**src/rtl/cd_sector_steer.sv**
```systemverilog
module cd_sector_steer #(
  parameter int AW           = 13,
  parameter int BUF_WORDS    = 1280,
  parameter int SECTOR_WORDS = 1176,
  parameter int SYNC_WORDS   = 6
) (
  input  logic          clk,
  input  logic          rst_n,
  input  logic          cpu_en,
  input  logic          cpu_we,
  input  logic [3:0]    cpu_addr,
  input  logic [15:0]   cpu_wdata,
  output logic [15:0]   cpu_rdata,
  input  logic          sec_valid,
  input  logic [15:0]   sec_word,
  output logic          ram_we,
  output logic [AW-1:0] ram_addr,
  output logic [15:0]   ram_wdata,
  output logic          irq
);

  localparam int CW = $clog2(SECTOR_WORDS);
  localparam logic [CW-1:0] LAST = CW'(SECTOR_WORDS - 1);
  localparam logic [CW-1:0] SYNC = CW'(SYNC_WORDS);
  localparam logic [CW-1:0] DEC  = CW'(SYNC_WORDS + 3);
  localparam logic [CW-1:0] BODY = CW'(SYNC_WORDS + 4);
  localparam logic [AW-1:0] DATA0 = '0;
  localparam logic [AW-1:0] DATA1 = AW'(BUF_WORDS);
  localparam logic [AW-1:0] DEND  = AW'(2 * BUF_WORDS);
  localparam logic [AW-1:0] ADP0  = AW'(4 * BUF_WORDS);
  localparam logic [AW-1:0] ADP1  = AW'(5 * BUF_WORDS);
  localparam logic [AW-1:0] AEND  = AW'(6 * BUF_WORDS);

  localparam logic [3:0] A_CMD = 4'd0, A_TH = 4'd1, A_TL = 4'd2, A_FILE = 4'd3;
  localparam logic [3:0] A_CMH = 4'd4, A_CML = 4'd5, A_AM = 4'd6, A_CTRL = 4'd7, A_XBUF = 4'd8;

  localparam logic [7:0] C_RST1 = 8'h23, C_RST2 = 8'h24, C_CDDA = 8'h28;
  localparam logic [7:0] C_RD1 = 8'h29, C_RD2 = 8'h2A;

  logic [15:0] cmd_r, time_hi, time_lo, file_r, chm_hi, chm_lo, amask_r;
  logic [14:1] ctrl_r;
  logic [7:0]  shadow;
  logic        trig, dsel, asel, last_audio, irq_r, reading;
  logic [CW-1:0] in_cnt;
  logic        live, acc, data_done, tgt_audio, tgt_irq;
  logic [2:0]  hp;
  logic [AW-1:0] tgt_base;
  logic [15:0] hdr [4];

  wire run    = ctrl_r[14];
  wire cpu_wr = cpu_en & cpu_we;
  wire cpu_rd = cpu_en & ~cpu_we;
  wire [CW-1:0] off = in_cnt - SYNC;

  wire [31:0] chm     = {chm_hi, chm_lo};
  wire [7:0]  ch_id   = hdr[2][7:0];
  wire        file_ok = file_r[15:8] == hdr[2][15:8];
  wire        ch_ok   = (ch_id < 8'd32) && chm[ch_id[4:0]];
  wire        au_ok   = (ch_id < 8'd16) && amask_r[ch_id[3:0]];
  wire        m_cdda  = shadow == C_CDDA;
  wire        m_two   = (shadow == C_RST2) || (shadow == C_RD2);
  wire        to_audio = m_two && sec_word[10];
  wire        accept  = live && (!to_audio || (file_ok && ch_ok && au_ok));
  wire [AW-1:0] new_base = to_audio ? (asel ? ADP0 : ADP1) : (dsel ? DATA0 : DATA1);
  wire        new_irq = !m_cdda || (hdr[1][15:8] == 8'h00);

  wire        direct_we = sec_valid && acc && (in_cnt >= BODY);
  wire        flush_we  = (hp != 3'd0) && !direct_we;
  wire        fire      = run && data_done && (hp == 3'd0);
  wire [2:0]  fidx      = 3'd4 - hp;
  wire        stop_cmd  = (cmd_r[7:0] == C_RST1) || (cmd_r[7:0] == C_RST2);

  function automatic logic is_read(input logic [7:0] c);
    return (c == C_RST1) || (c == C_RST2) || (c == C_CDDA) || (c == C_RD1) || (c == C_RD2);
  endfunction

  assign ram_we    = run && (direct_we || flush_we);
  assign ram_addr  = direct_we ? tgt_base + AW'(off) : tgt_base + AW'(fidx);
  assign ram_wdata = direct_we ? sec_word : hdr[fidx[1:0]];
  assign irq       = irq_r;

  always_comb begin
    case (cpu_addr)
      A_CMD:   cpu_rdata = cmd_r;
      A_TH:    cpu_rdata = time_hi;
      A_TL:    cpu_rdata = time_lo;
      A_FILE:  cpu_rdata = file_r;
      A_CMH:   cpu_rdata = chm_hi;
      A_CML:   cpu_rdata = chm_lo;
      A_AM:    cpu_rdata = amask_r;
      A_CTRL:  cpu_rdata = {trig, ctrl_r, dsel};
      A_XBUF:  cpu_rdata = {irq_r, 13'd0, last_audio, asel};
      default: cpu_rdata = 16'd0;
    endcase
  end

  always_ff @(posedge clk) begin
    if (!rst_n) begin
      cmd_r <= '0; time_hi <= '0; time_lo <= '0; file_r <= '0;
      chm_hi <= '0; chm_lo <= '0; amask_r <= '0; ctrl_r <= '0;
      shadow <= '0; trig <= 1'b0; dsel <= 1'b0; asel <= 1'b0;
      last_audio <= 1'b0; irq_r <= 1'b0; reading <= 1'b0;
      in_cnt <= '0; live <= 1'b0; acc <= 1'b0; data_done <= 1'b0;
      tgt_audio <= 1'b0; tgt_irq <= 1'b0; hp <= '0; tgt_base <= '0;
      for (int i = 0; i < 4; i++) hdr[i] <= '0;
    end else begin
      if (cpu_rd && cpu_addr == A_XBUF) irq_r <= 1'b0;

      if (sec_valid) begin
        in_cnt <= (in_cnt == LAST) ? '0 : in_cnt + 1'b1;
        if (in_cnt >= SYNC && in_cnt < BODY) hdr[off[1:0]] <= sec_word;
        if (in_cnt == SYNC) live <= reading;
        if (in_cnt == DEC && accept) begin
          acc       <= 1'b1;
          hp        <= 3'd4;
          tgt_base  <= new_base;
          tgt_audio <= to_audio;
          tgt_irq   <= new_irq;
        end
        if (in_cnt == LAST) begin
          if (acc) data_done <= 1'b1;
          acc <= 1'b0;
        end
      end

      if (flush_we) hp <= hp - 3'd1;

      if (fire) begin
        data_done  <= 1'b0;
        last_audio <= tgt_audio;
        if (tgt_audio) asel <= ~asel;
        else           dsel <= ~dsel;
        if (tgt_irq) irq_r <= 1'b1;
        if (stop_cmd) reading <= 1'b0;
      end

      if (trig) begin
        trig    <= 1'b0;
        shadow  <= cmd_r[7:0];
        reading <= is_read(cmd_r[7:0]);
      end

      if (cpu_wr) begin
        case (cpu_addr)
          A_CMD:  cmd_r   <= cpu_wdata;
          A_TH:   time_hi <= cpu_wdata;
          A_TL:   time_lo <= cpu_wdata;
          A_FILE: file_r  <= cpu_wdata;
          A_CMH:  chm_hi  <= cpu_wdata;
          A_CML:  chm_lo  <= cpu_wdata;
          A_AM:   amask_r <= cpu_wdata;
          A_CTRL: begin
            ctrl_r <= cpu_wdata[14:1];
            if (cpu_wdata[15]) trig <= 1'b1;
          end
          default: ;
        endcase
      end

      if (!run) begin
        in_cnt    <= '0;
        live      <= 1'b0;
        acc       <= 1'b0;
        hp        <= '0;
        data_done <= 1'b0;
      end
    end
  end

  AST_TRIG_SELF_CLEAR: assert property (@(posedge clk) disable iff (!rst_n)
    trig |=> !trig);
  AST_SHADOW_HOLD: assert property (@(posedge clk) disable iff (!rst_n)
    !trig |=> $stable(shadow));
  AST_HALT_NO_WRITE: assert property (@(posedge clk) disable iff (!rst_n)
    !run |=> !ram_we);
  AST_WRITE_IN_BUFFER: assert property (@(posedge clk) disable iff (!rst_n)
    ram_we |-> (ram_addr < DEND) || (ram_addr >= ADP0 && ram_addr < AEND));
  AST_DATA_TARGET: assert property (@(posedge clk) disable iff (!rst_n)
    (ram_we && !tgt_audio) |-> ram_addr < DEND);
  AST_AUDIO_TARGET: assert property (@(posedge clk) disable iff (!rst_n)
    (ram_we && tgt_audio) |-> ram_addr >= ADP0);
  AST_SEL_HOLD: assert property (@(posedge clk) disable iff (!rst_n)
    !fire |=> ($stable(dsel) && $stable(asel)));
  AST_IRQ_CLEAR: assert property (@(posedge clk) disable iff (!rst_n)
    (cpu_rd && cpu_addr == A_XBUF && !fire) |=> !irq);

endmodule

```
**config.mk**
```make
export PLATFORM = sky130hd
export DESIGN_NAME = cd_sector_steer
export DESIGN_NICKNAME = d
export VERILOG_FILES = /design/src/rtl/cd_sector_steer.sv
export SDC_FILE = /design/constraint.sdc
export NUM_CORES = 1
export LEC_CHECK = 0
export BUFFER_PORTS_ARGS = -buffer_cell sky130_fd_sc_hd__buf_2
export CORE_UTILIZATION = 40
export CTS_CLUSTER_DIAMETER = 150
export DETAILED_ROUTE_END_ITERATION = 10
export HOLD_SLACK_MARGIN = 0.12
export PLACE_DENSITY = 0.63
export SLEW_MARGIN = 5
export SYNTH_ARGS = -nofsm -noshare
export SYNTH_HDL_FRONTEND = slang
export SYNTH_SLANG_ARGS = --single-unit
```
**constraint.sdc**
```tcl
create_clock -name clk -period 4.3 [get_ports clk]
set_clock_uncertainty 0.15 [all_clocks]
set_input_delay 1.29 -clock clk [delete_from_list [all_inputs] [get_ports clk]]
set_output_delay 1.29 -clock clk [all_outputs]
set_load 0.01 [all_outputs]
```
==> results of run 1 <==
[through the flow]
stage | total power [uW] | util | cell area [sq um] | std cells
CTS | 4500 | 0.470 | 12200 | 1616
global route | 4620 | 0.473 | 12300 | 1619
detailed placement | 2470 | 0.439 | 11400 | 1570
floorplan | 2380 | - | 10600 | 1200
finish | 4480 | 0.473 | 12300 | 1619
global placement | 2460 | 0.439 | 11400 | 1570
[cell families after synthesis]
group | after synthesis
AO/OA/AOI/OAI | 235
XOR/XNOR | 27
adder cells (fa/ha/maj) | 10
buffers and inverters | 106
flip-flops | 226
multiplexers | 33
AND/OR/NAND/NOR | 563
[state kept, by name (all words and copies together) (netlist names), 3 cells and up]
name	flops
time_lo	16
hdr	64
cmd_r	16
file_r	16
chm_hi	16
chm_lo	16
in_cnt	11
tgt_base	3
shadow	8
amask_r	16
ctrl_r	14
hp	3
time_hi	16
[cell type report]
type | count | share of cell area
Timing Repair Buffer | 133 | 0.0666
Multi-Input combinational cell | 868 | 0.411
Clock inverter | 13 | 0.00947
Tap cell | 335 | 0.0341
Clock buffer | 31 | 0.0535
Sequential cell | 226 | 0.421
Inverter | 13 | 0.00417
[critical path: stages, from the launching register on]
cell	delay, ns
sky130_fd_sc_hd__dfxtp_4	0.36
sky130_fd_sc_hd__a21o_1	0.17
sky130_fd_sc_hd__or2_4	0.25
sky130_fd_sc_hd__nor4_4	0.26
sky130_fd_sc_hd__and2_4	0.20
sky130_fd_sc_hd__xnor2_2	0.10
sky130_fd_sc_hd__nor2_1	0.06
sky130_fd_sc_hd__ha_1	0.33
sky130_fd_sc_hd__a31oi_1	0.22
sky130_fd_sc_hd__xnor2_1	0.16
sky130_fd_sc_hd__buf_2	0.16
[cell usage after synthesis (all sizes together), types with 2 or more instances]
cell type  instances
ha                10
a22oi             11
and3              11
edfxtp            64
mux4              19
o21ai             12
a31oi              3
xor2               9
a22o              13
o2111ai            2
nand2b             6
a21boi             2
nor2b              2
nand3             35
o211ai             7
or3                4
nor2              46
buf               23
xnor2             18
a222oi            14
a21o               3
o22ai              2
a21oi            143
and4b              2
a221oi            12
nor3               9
mux2i             10
dfxtp            162
inv               13
nand3b             4
clkbuf            70
and2              65
nor4b              4
nand2            352
nor4               9
mux2               4
nand4              5
o31ai              2
[layout by cell type, fill, tap and decap left out, types with 5 or more instances in the layout]
| cell type | instances |
|---|---|
| sky130_fd_sc_hd__mux2i_1 | 10 |
| sky130_fd_sc_hd__a22oi_1 | 11 |
| sky130_fd_sc_hd__nor4_1 | 5 |
| sky130_fd_sc_hd__a22o_1 | 13 |
| sky130_fd_sc_hd__a21oi_1 | 143 |
| sky130_fd_sc_hd__dfxtp_1 | 158 |
| sky130_fd_sc_hd__buf_4 | 43 |
| sky130_fd_sc_hd__o21ai_0 | 9 |
| sky130_fd_sc_hd__xnor2_1 | 17 |
| sky130_fd_sc_hd__buf_2 | 87 |
| sky130_fd_sc_hd__ha_1 | 8 |
| sky130_fd_sc_hd__a222oi_1 | 14 |
| sky130_fd_sc_hd__inv_1 | 12 |
| sky130_fd_sc_hd__edfxtp_1 | 64 |
| sky130_fd_sc_hd__xor2_1 | 9 |
| sky130_fd_sc_hd__a221oi_1 | 12 |
| sky130_fd_sc_hd__and3_1 | 11 |
| sky130_fd_sc_hd__clkbuf_1 | 5 |
| sky130_fd_sc_hd__o211ai_1 | 7 |
| sky130_fd_sc_hd__clkbuf_16 | 25 |
| sky130_fd_sc_hd__nor3_2 | 5 |
| sky130_fd_sc_hd__nor2_1 | 45 |
| sky130_fd_sc_hd__and2_1 | 64 |
| sky130_fd_sc_hd__clkinv_1 | 5 |
| sky130_fd_sc_hd__nand2_1 | 352 |
| sky130_fd_sc_hd__nand4_1 | 5 |
| sky130_fd_sc_hd__nand3_1 | 35 |
| sky130_fd_sc_hd__mux4_2 | 15 |
[power breakdown]
group	leakage (uW)	total [uW]	switching, uW	internal (uW)
Clock	0.000381	2050	851	1200
Sequential	0.00197	2230	19.0	2210
Combinational	0.00212	192	132	59.8
Total	0.00447	4480	1000	3470
[layer usage]
| layer | track usage | vias up | wire (um) |
|---|---|---|---|
| met5 | 0 | - | 0 |
| met4 | 0.0575 | 0 | 621 |
| met3 | 0.0286 | 51 | 2230 |
| met2 | 0.372 | 350 | 14300 |
| met1 | 0.313 | 4219 | 13400 |
| li1 | - | 4309 | - |
[worst min path at each step]
stage                     from         end  depth (start not counted)
global placement     file_r[5]   file_r[5]                          2
detailed placement  time_lo[6]  time_lo[6]                          2
CTS                 time_lo[6]  time_lo[6]                          2
finish               cmd_r[12]   cmd_r[12]                          2
floorplan            ctrl_r[8]   ctrl_r[8]                          2
global route         cmd_r[12]   cmd_r[12]                          2
[repair_timing]
item,CTS,global route
setup endpoints to repair,3,3
gates resized for setup,8,11
hold buffers,0,0
buffers inserted,2,3
pin swaps,3,6
==> metrics.md, run 1 <==
| Metric | Value |
|---|---|
| Outcome | `finished, violations left` |
| Violations in the final reports | `design-rule violations` |
| Storage element area | `0.00517 sq mm` |
| Final setup violating endpoints | `0` |
| Average cell area after synthesis | `8.82 sq um` |
| Compound-Gate Fraction of Synth Area | `0.137` |
| Largest voltage drop on the vdd net | `345 uV` |
| Transition at the pin with the smallest max-transition slack | `0.888 ns` |
| Final Hold Viols | `0` |
| Share of the clock period used by the worst path after layout | `0.979` |
| Last weighted congestion value of the routability-driven placer | `0.865` |
| Flop2flop setup slack | `1.78 ns` |
| Number of max-cap violations | `0` |
| Share of synthesized area spent on multiplexers | `0.0555` |
| Area of the multi-input gates | `0.00505 sq mm` |
| Number of distinct standard cells referenced by the synthesized netlist | `67` |
| DRT iter0 DRCs | `830` |
| Critical path startpoint category | `flop` |
| Number of antenna violations at the first check in global routing | `0` |
| Critical path capture point type | `output pin` |
| Core region area | `0.0260 sq mm` |
| Effective utilization at floorplan | `0.407` |
| Cell row count | `59` |
| Die outline area | `0.0271 sq mm` |
| Fraction of final layout cells sized beyond drive strength 1 | `0.167` |
| Floorplan die height | `165 um` |
| Adder and majority gate portion of the synthesized area | `0.0118` |
| Total clock buffers created by CTS | `25` |
| Unrepaired setup endpoints after global routing | `yes` |
| Die X-Extent | `165 um` |
| Largest fanout of any net on the critical path | `6` |
| DR vias | `8929` |
| DRC viols | `2` |
| Total power divided by cell area | `364 mW/mm^2` |
| CTS Root Cell | `sky130_fd_sc_hd__clkbuf_16` |
| Insertion delay to the later sink of the worst-skew pair | `0.53 ns` |
| Dominant cells by area after synthesis | `sky130_fd_sc_hd__dfxtp_1, sky130_fd_sc_hd__edfxtp_1, sky130_fd_sc_hd__nand2_1` |
| Clock-pin slew reported for the worst setup and hold paths after clock tree synthesis | `0.06 ns` |
| Leakage | `0.00447 uW` |
| Number of synthesized register bits | `226` |
| Total nets after synthesis | `1251` |
| Worst setup endpoint | `ram_addr[11]` |
| Number of vias per cell | `5.52` |
| Syn. warnings | `0` |
| Layout net count | `1318` |
| Netlist area before placement | `0.0106 sq mm` |
| Simple-gate share of the synthesized area | `0.241` |
| Post-Syn Instances | `1200` |
| TritonCTS clock tree | `yes` |
| Estimated wirelength of the detail-placed design | `20500 um` |
| DRT antenna net count | `0` |
| Area overhead of the layout relative to synthesis | `16.1%` |
| RR Startpoint | `hdr[2][0]` |
| Fillers | `2499` |
| Fmax | `238 MHz` |
| Share of flip-flops with an asynchronous set or reset | `0` |
| Main flop type after synthesis | `sky130_fd_sc_hd__dfxtp_1` |
| Xor and xnor fraction of the mapped netlist area | `0.0223` |
| Number of flops mapped to enable cells by yosys | `64` |
| Destination of the worst register-to-register timing path | `tgt_base[11]` |
| Number of buffers on the longest clock path | `3` |
| Total negative slack | `0 ns` |
| Worst hold slack | `0.306 ns` |
| GRT Resource Usage Total | `0.226` |
| Critical path class | `reg -> out` |
| Clock sink count | `226` |
| Grt total ovfl | `0` |
| Via count of the first global-routing pass | `8274` |
| Detailed-route wire length per cell | `18.9 um` |
| Sequential element share of the synthesized area | `0.488` |
| Total Wirelength | `30500 um` |
| Largest net degree at the start of global routing | `145` |
| Proportion of netlist area held by the largest area contributor | `0.306` |
| Fin crit period | `4.21 ns` |
| Number of top-level pins | `88` |
| Main combinational cell family by area after synthesis | `simple AND/OR/NAND/NOR gates` |
| Buffers on Ports | `87` |
| Cell count of the worst reg-to-reg path | `6` |
| Number of detailed-route iterations in the first pass | `8` |
| Post-Place Worst Slack | `0.146 ns` |
| Worst max-slew margin expressed relative to the limit | `0.406` |
| Max-slew violation count | `0` |
| Cell type contributing the most total cell area after synthesis | `sky130_fd_sc_hd__dfxtp_1` |
| Path class of the lowest-slack min-delay path | `reg -> reg` |
| Data arrival at the endpoint of the critical path | `2.77 ns` |
| Data required time at the worst endpoint | `2.86 ns` |
| Critical path origin | `in_cnt[1]` |
| Final Worst Setup Slack | `0.0898 ns` |
| ANT cells | `0` |
| Wire length of the first global-routing pass | `47200 um` |
| H-tree depth reported by CTS | `1` |
No activity file was read; power rests on OpenSTA's default activity.
==> run 2, diff against run 1 <==
Settings changed: ABC_AREA from default to 1.
==> run 2 against run 1 <==
Compared with the run above:
- the run now ends clean
- core utilization shrank 0.36 points
- area after synthesis about the same
- die area hardly changed
- first-iteration DRC count is 14% higher
- worst hold slack got worse by 0.0058 ns
- clock power rose by 5%
- worst setup slack improved by 0.058 ns
- global-route usage is 0.39 points higher
==> metrics.md, run 2 <==
| Metric | Value |
|---|---|
| Outcome | `finished clean` |
| CTS Root Cell | `sky130_fd_sc_hd__clkbuf_16` |
| Post-Syn Instances | `1326` |
| Launch point of the worst hold path | `data_done` |
| Data required time at the worst endpoint | `2.86 ns` |
| Detailed-route wire length per cell | `18.0 um` |
| Cell internal pwr | `3580 uW` |
| DRT iter0 DRCs | `947` |
| Quantity of gates resized following cts | `0` |
| Largest delay contributor family on the critical path | `buffers and inverters` |
| Most frequent cell after synthesis | `sky130_fd_sc_hd__a21oi_1` |
| Clock-pin slew reported for the worst setup and hold paths after clock tree synthesis | `0.06 ns` |
| Main flop type after synthesis | `sky130_fd_sc_hd__dfxtp_1` |
| Commonest non-fill, non-tap cell in the layout | `sky130_fd_sc_hd__a21oi_1` |
| Transition at the pin with the smallest max-transition slack | `0.936 ns` |
| Clock sink count | `226` |
| Leakage | `0.00469 uW` |
| Hold-fix buffers, CTS | `0` |
| Number of distinct standard cells referenced by the synthesized netlist | `42` |
| End point of the most critical hold path | `data_done` |
| Final Hold Viols | `0` |
| Total negative slack | `0 ns` |
| DRC viols | `0` |
| Critical path capture point type | `output pin` |
| Part of the total power dissipated in the clock network | `0.468` |
| Sequential group share of total power | `0.484` |
| Dominant cells by area after synthesis | `sky130_fd_sc_hd__dfxtp_1, sky130_fd_sc_hd__edfxtp_1, sky130_fd_sc_hd__a21oi_1` |
| Number of top-level pins | `88` |
| Total nets after synthesis | `1377` |
| Flip-flop count of the largest register after layout | `64` |
| Core region area | `0.0260 sq mm` |
| Number of antenna violations at the first check in global routing | `1` |
| Final setup violating endpoints | `0` |
| Fraction of final layout cells sized beyond drive strength 1 | `0.143` |
| Main combinational cell family by area after synthesis | `compound AO/OA/AOI/OAI gates` |
| Share of flip-flops with an asynchronous set or reset | `0` |
| Average cell area after synthesis | `7.99 sq um` |
| GRT Resource Usage Total | `0.230` |
| Largest voltage drop on the vdd net | `310 uV` |
| Effective utilization at floorplan | `0.408` |
| Placed inst area | `0.0114 sq mm` |
| Data arrival at the endpoint of the critical path | `2.71 ns` |
| Layout net count | `1449` |
| Series of cell instances along the critical path | `clkinv_1 > ha_1 > buf_4 > clkinvlp_2 > a21oi_1 > o21ai_0 > a31oi_1 > buf_2` |
| Number of flops mapped to enable cells by yosys | `64` |
| Total clock buffers created by CTS | `25` |
| Worst hold slack | `0.301 ns` |
| Via count of the first global-routing pass | `8539` |
| Net switching power | `1040 uW` |
| Worst max-slew margin expressed relative to the limit | `0.375` |
| Proportion of netlist area held by the largest area contributor | `0.306` |
| Fmax | `241 MHz` |
| Most frequent cells after synthesis | `sky130_fd_sc_hd__a21oi_1, sky130_fd_sc_hd__o21ai_0, sky130_fd_sc_hd__dfxtp_1` |
| Wire length of the first global-routing pass | `48100 um` |
| Top library cells by usage in the layout, fill and taps aside | `sky130_fd_sc_hd__a21oi_1, sky130_fd_sc_hd__o21ai_0, sky130_fd_sc_hd__dfxtp_1` |
| Destination of the worst register-to-register timing path | `hdr[1][9]` |
| Simple-gate share of the synthesized area | `0.179` |
| Cell row count | `59` |
| Max-slew violation count | `0` |
| Netlist area before placement | `0.0106 sq mm` |
| Floorplan die height | `165 um` |
| Design Area, Final | `0.0122 sq mm` |
| TritonCTS clock tree | `yes` |
| Critical path class | `reg -> out` |
| Cell count of the worst reg-to-reg path | `10` |
| Largest fanout of any net on the critical path | `12` |
| Number of buffers on the longest clock path | `3` |
| Die outline area | `0.0271 sq mm` |
| Total power divided by cell area | `379 mW/mm^2` |
| Overall Power | `4620 uW` |
| H-tree depth reported by CTS | `1` |
| DRT antenna net count | `0` |
| Fillers | `2621` |
| Largest net degree at the start of global routing | `97` |
| Share of the clock period used by the worst path after layout | `0.966` |
| Share of synthesized area spent on multiplexers | `0` |
| Estimated wirelength of the detail-placed design | `21600 um` |
| Switching part of the total | `0.226` |
| Number of cells on the worst hold path | `2` |
| Post-CTS Setup Bufs | `0` |
| Comb power frac | `0.048` |
| Cell type contributing the most total cell area after synthesis | `sky130_fd_sc_hd__dfxtp_1` |
| Compound-Gate Fraction of Synth Area | `0.217` |
| Sequential element share of the synthesized area | `0.488` |
| Xor and xnor fraction of the mapped netlist area | `0.00993` |
| Fin crit period | `4.15 ns` |
| Number of detailed-route iterations in the first pass | `7` |
| Unrepaired setup endpoints after global routing | `no` |
| Last weighted congestion value of the routability-driven placer | `0.923` |
| Flop2flop setup slack | `1.90 ns` |
| Area overhead of the layout relative to synthesis | `15.2%` |
| RR Startpoint | `in_cnt[2]` |
| Number of vias per cell | `5.44` |
| Path class of the lowest-slack min-delay path | `reg -> reg` |
| Die X-Extent | `165 um` |
| Number of max-cap violations | `0` |
| Number of synthesized register bits | `226` |
| Delay of the slowest cell on the worst path | `0.53 ns` |
| DR vias | `9542` |
| Insertion delay to the later sink of the worst-skew pair | `0.53 ns` |
| Buffers on Ports | `87` |
| Register name with the most flops | `hdr` |
| Total Wirelength | `31600 um` |
| Syn. warnings | `0` |
| Adder and majority gate portion of the synthesized area | `0.0118` |
| Slowest cell on crit path | `sky130_fd_sc_hd__clkinvlp_2` |
| Grt total ovfl | `0` |
| # placed instances | `1705` |
| Bufs and invs on worst path | `4` |
| Critical path startpoint category | `flop` |
| Post-layout instance count excluding filler cells | `1753` |
## run 2: cell count changes after synthesis, moves of 15 or more
cell                       before  now
sky130_fd_sc_hd__mux4_2        15    0
sky130_fd_sc_hd__inv_1         12  158
sky130_fd_sc_hd__a21oi_1      143  194
sky130_fd_sc_hd__and2_1        65    0
sky130_fd_sc_hd__clkbuf_1      66   48
sky130_fd_sc_hd__nand2_1      352  138
sky130_fd_sc_hd__xnor2_1       18    1
sky130_fd_sc_hd__nand3_1       35   86
sky130_fd_sc_hd__o22ai_1        2   33
sky130_fd_sc_hd__o21ai_0       11  169
sky130_fd_sc_hd__nor2_1        45  111
## run 2: worst reg2reg max path, delay by kind of cell (launching register included)
kind / cells / cell delay, ns
adders and majority gates: 1 / 0.28
buffers and inverters: 2 / 0.38
DFF: 1 / 0.41
and+or+nand+nor: 7 / 0.86
## run 2: kinds of logic after synthesis
family / after synthesis
flops: 226
simple gates: 399
xor+xnor: 12
buf+inv: 248
fa+ha+maj: 10
compound gates: 431
## run 2: layout make-up
class / instances / area [sq um] / share of cell area
diodes: 1 / 2.50 / 0.000205
clock buffers: 39 / 738 / 0.0605
clock inverters: 7 / 87.6 / 0.00718
inverters: 173 / 656 / 0.0537
multi-input cells: 852 / 4440 / 0.364
flip-flops and latches: 226 / 5170 / 0.424
well taps: 335 / 419 / 0.0344
repair buffers: 119 / 688 / 0.0564
repair inverters: 1 / 5.00 / 0.000410
## run 2: worst max-delay path by stage
stage | from | to | slack [ns] | cells after the start
2_1_floorplan | sec_valid | ram_addr[12] | 0.15 | 11
3_3_place_gp | cpu_addr[2] | cpu_rdata[0] | 0.10 | 8
3_5_place_dp | cpu_addr[2] | cpu_rdata[0] | 0.09 | 8
4_1_cts | hp[0] | ram_wdata[14] | 0.02 | 9
5_1_grt | hp[0] | ram_wdata[1] | 0.04 | 9
6_report | hp[0] | ram_wdata[0] | 0.15 | 8
## run 2: through the flow
stage / util / setup WS, ns
6_report: 0.469 / 0.148
5_1_grt: 0.469 / 0.0365
4_1_cts: 0.469 / 0.0247
3_5_place_dp: 0.437 / 0.0922
3_3_place_gp: 0.437 / 0.103
2_1_floorplan: - / 0.154
## run 2: routing by layer
layer | up-vias | wire length (um) | global-route usage
met5 | - | 0 | 0
met4 | 0 | 1000 | 0.0709
met3 | 68 | 2360 | 0.0294
met2 | 395 | 14100 | 0.366
met1 | 4419 | 14100 | 0.323
li1 | 4660 | - | -
## run 2: power by group through the flow
stage               Combinational (uW)  Clock [uW]  Sequential (uW)
floorplan                          118           0             2280
global placement                   217           0             2280
detailed placement                 218           0             2280
CTS                                219        2190             2230
global route                       244        2280             2240
finish                             223        2160             2230
==> run 3, diff against run 2 <==
--- a/constraint.sdc
+++ b/constraint.sdc
@@ -3,3 +3,3 @@
 set_input_delay 1.29 -clock clk [delete_from_list [all_inputs] [get_ports clk]]
 set_output_delay 1.29 -clock clk [all_outputs]
-set_load 0.01 [all_outputs]
+set_load 0.005 [all_outputs]
==> run 3 against run 2 <==
Compared with the run above:
- die area is the same
- wire length fell by 0.11%
- core utilization shrank 0.058 points
- worst setup slack worse by 0.13 ns
==> metrics.md, run 3 (synthesis results as in run 2) <==
| Metric | Value |
|---|---|
| Outcome | `finished clean` |
| Fin crit period | `4.28 ns` |
| GRT Resource Usage Total | `0.232` |
| Clock sink count | `226` |
| Die outline area | `0.0271 sq mm` |
| Core region area | `0.0260 sq mm` |
| TritonCTS clock tree | `yes` |
| Series of cell instances along the critical path | `buf_2 > inv_1 > nor2_1 > nand3_1 > clkinv_1 > a221oi_1 > o211ai_1 > buf_2` |
| Buffers on Ports | `87` |
| CP dominant cell by count | `sky130_fd_sc_hd__buf_2` |
| Clock-pin slew reported for the worst setup and hold paths after clock tree synthesis | `0.06 ns` |
| CTS Root Cell | `sky130_fd_sc_hd__clkbuf_16` |
| Critical path startpoint category | `input port` |
| Leakage | `0.00469 uW` |
| Estimated wirelength of the detail-placed design | `21700 um` |
| H-tree depth reported by CTS | `1` |
| Commonest non-fill, non-tap cell in the layout | `sky130_fd_sc_hd__a21oi_1` |
| Flip-flop count of the largest register after layout | `64` |
| Largest fanout of any net on the critical path | `5` |
| Total Wirelength | `31500 um` |
| Critical path class | `in -> out` |
| Grt total ovfl | `0` |
| Final Worst Setup Slack | `0.0226 ns` |
| Largest delay contributor family on the critical path | `compound AO/OA/AOI/OAI gates` |
| Floorplan die height | `165 um` |
| Fraction of final layout cells sized beyond drive strength 1 | `0.144` |
| DRT antenna net count | `0` |
| Fmax | `234 MHz` |
| Number of detailed-route iterations in the first pass | `5` |
| Number of vias per cell | `5.41` |
| DRC viols | `0` |
| Post-CTS Setup Bufs | `0` |
| Transition at the pin with the smallest max-transition slack | `0.922 ns` |
| Critical path capture point type | `output pin` |
| Detailed-route wire length per cell | `17.9 um` |
| Via count of the first global-routing pass | `8645` |
| Share of the clock period used by the worst path after layout | `0.995` |
| Path class of the lowest-slack min-delay path | `reg -> reg` |
| Post-Place Worst Slack | `0.0776 ns` |
| Total clock buffers created by CTS | `25` |
| Total power divided by cell area | `375 mW/mm^2` |
| Final Hold Viols | `0` |
| Area overhead of the layout relative to synthesis | `15.1%` |
| Slowest cell on crit path | `sky130_fd_sc_hd__a221oi_1` |
| Effective utilization at floorplan | `0.408` |
| Wire length of the first global-routing pass | `48700 um` |
| Number of antenna violations at the first check in global routing | `0` |
| Number of max-cap violations | `0` |
| Placed inst area | `0.0114 sq mm` |
| DRT iter0 DRCs | `928` |
| Delay of the slowest cell on the worst path | `0.51 ns` |
| Layout net count | `1453` |
| Largest net degree at the start of global routing | `100` |
| Data required time at the worst endpoint | `2.86 ns` |
| Total negative slack | `0 ns` |
| Number of top-level pins | `88` |
| Design Area, Final | `0.0122 sq mm` |
| Die X-Extent | `165 um` |
| Top library cells by usage in the layout, fill and taps aside | `sky130_fd_sc_hd__a21oi_1, sky130_fd_sc_hd__o21ai_0, sky130_fd_sc_hd__dfxtp_1` |
| Insertion delay to the later sink of the worst-skew pair | `0.53 ns` |
| DR vias | `9499` |
| Final setup violating endpoints | `0` |
| Last weighted congestion value of the routability-driven placer | `0.915` |
| Number of buffers on the longest clock path | `3` |
| Post-layout instance count excluding filler cells | `1756` |
| Max-slew violation count | `0` |
| ANT cells | `0` |
| Overall Power | `4570 uW` |
| Largest voltage drop on the vdd net | `414 uV` |
| Worst max-slew margin expressed relative to the limit | `0.384` |
| Register name with the most flops | `hdr` |
| Data arrival at the endpoint of the critical path | `2.84 ns` |
| Bufs and invs on worst path | `4` |
| # placed instances | `1709` |
| Cell row count | `59` |
run 3: cell count changes in the layout (fill, tap and decap cells not counted):
cell                         delta
sky130_fd_sc_hd__buf_12         -1
sky130_fd_sc_hd__buf_4          +5
sky130_fd_sc_hd__clkbuf_1       -5
sky130_fd_sc_hd__clkbuf_8       -3
sky130_fd_sc_hd__clkinv_1       +7
sky130_fd_sc_hd__clkinv_2       +1
sky130_fd_sc_hd__clkinvlp_4     +1
sky130_fd_sc_hd__diode_2        -1
sky130_fd_sc_hd__inv_2          -1
sky130_fd_sc_hd__nor2_2         +1
sky130_fd_sc_hd__nor2_4         -1
run 3: routing by layer:
layer / up-vias / part of all wire / wire [um] / GRT usage
met5: - / 0 / 0 / 0
met4: 0 / 0.020 / 642 / 0.0575
met3: 46 / 0.076 / 2410 / 0.0296
met1: 4398 / 0.45 / 14300 / 0.330
met2: 383 / 0.45 / 14200 / 0.372
li1: 4672 / - / - / -
run 3: final cells by class:
class                   instances  area, sq um
fillers                      2569        13800
flip-flops and latches        226         5170
multi-input cells             852         4430
repair buffers                123          706
clock buffers                  31          678
inverters                     173          656
well taps                     335          419
clock inverters                15          123
repair inverters                1         5.00
run 3: repair_timing:
action | 4_1_cts | 5_1_grt
endpoints found under the hold margin | 0 | 0
resized for setup | 0 | 3
hold buffers | 0 | 0
endpoints found under the setup margin | 0 | 17
run 3: where the power goes:
part | internal, uW | total, uW | switching [uW]
clock | 1230 | 2110 | 881
combinational | 60.4 | 221 | 161
sequential | 2220 | 2230 | 15.3
total | 3510 | 4570 | 1060
run 3: stage by stage:
stage          utilization  hold WS (ns)
4_1_cts              0.468         0.305
6_report             0.469         0.302
3_3_place_gp         0.438         0.285
5_1_grt              0.469         0.322
2_1_floorplan            -         0.273
3_5_place_dp         0.438         0.296
run 3: path summary, 6_finish.rpt:
check	depth (start not counted)	slack, ns	end	from
hold reg to reg	2	0.30	data_done	data_done
hold / removal	2	0.30	data_done	data_done
setup reg to reg	10	1.90	hdr[0][7]	in_cnt[2]
setup / recovery	8	0.02	cpu_rdata[0]	cpu_addr[2]
run 3: tightest hold or removal path: cells and delay by family, from the launching register on:
family                 cells  cell delay [ns]
AO/OA/AOI/OAI              1             0.05
flip-flops                 1             0.31
buffers and inverters      1             0.05
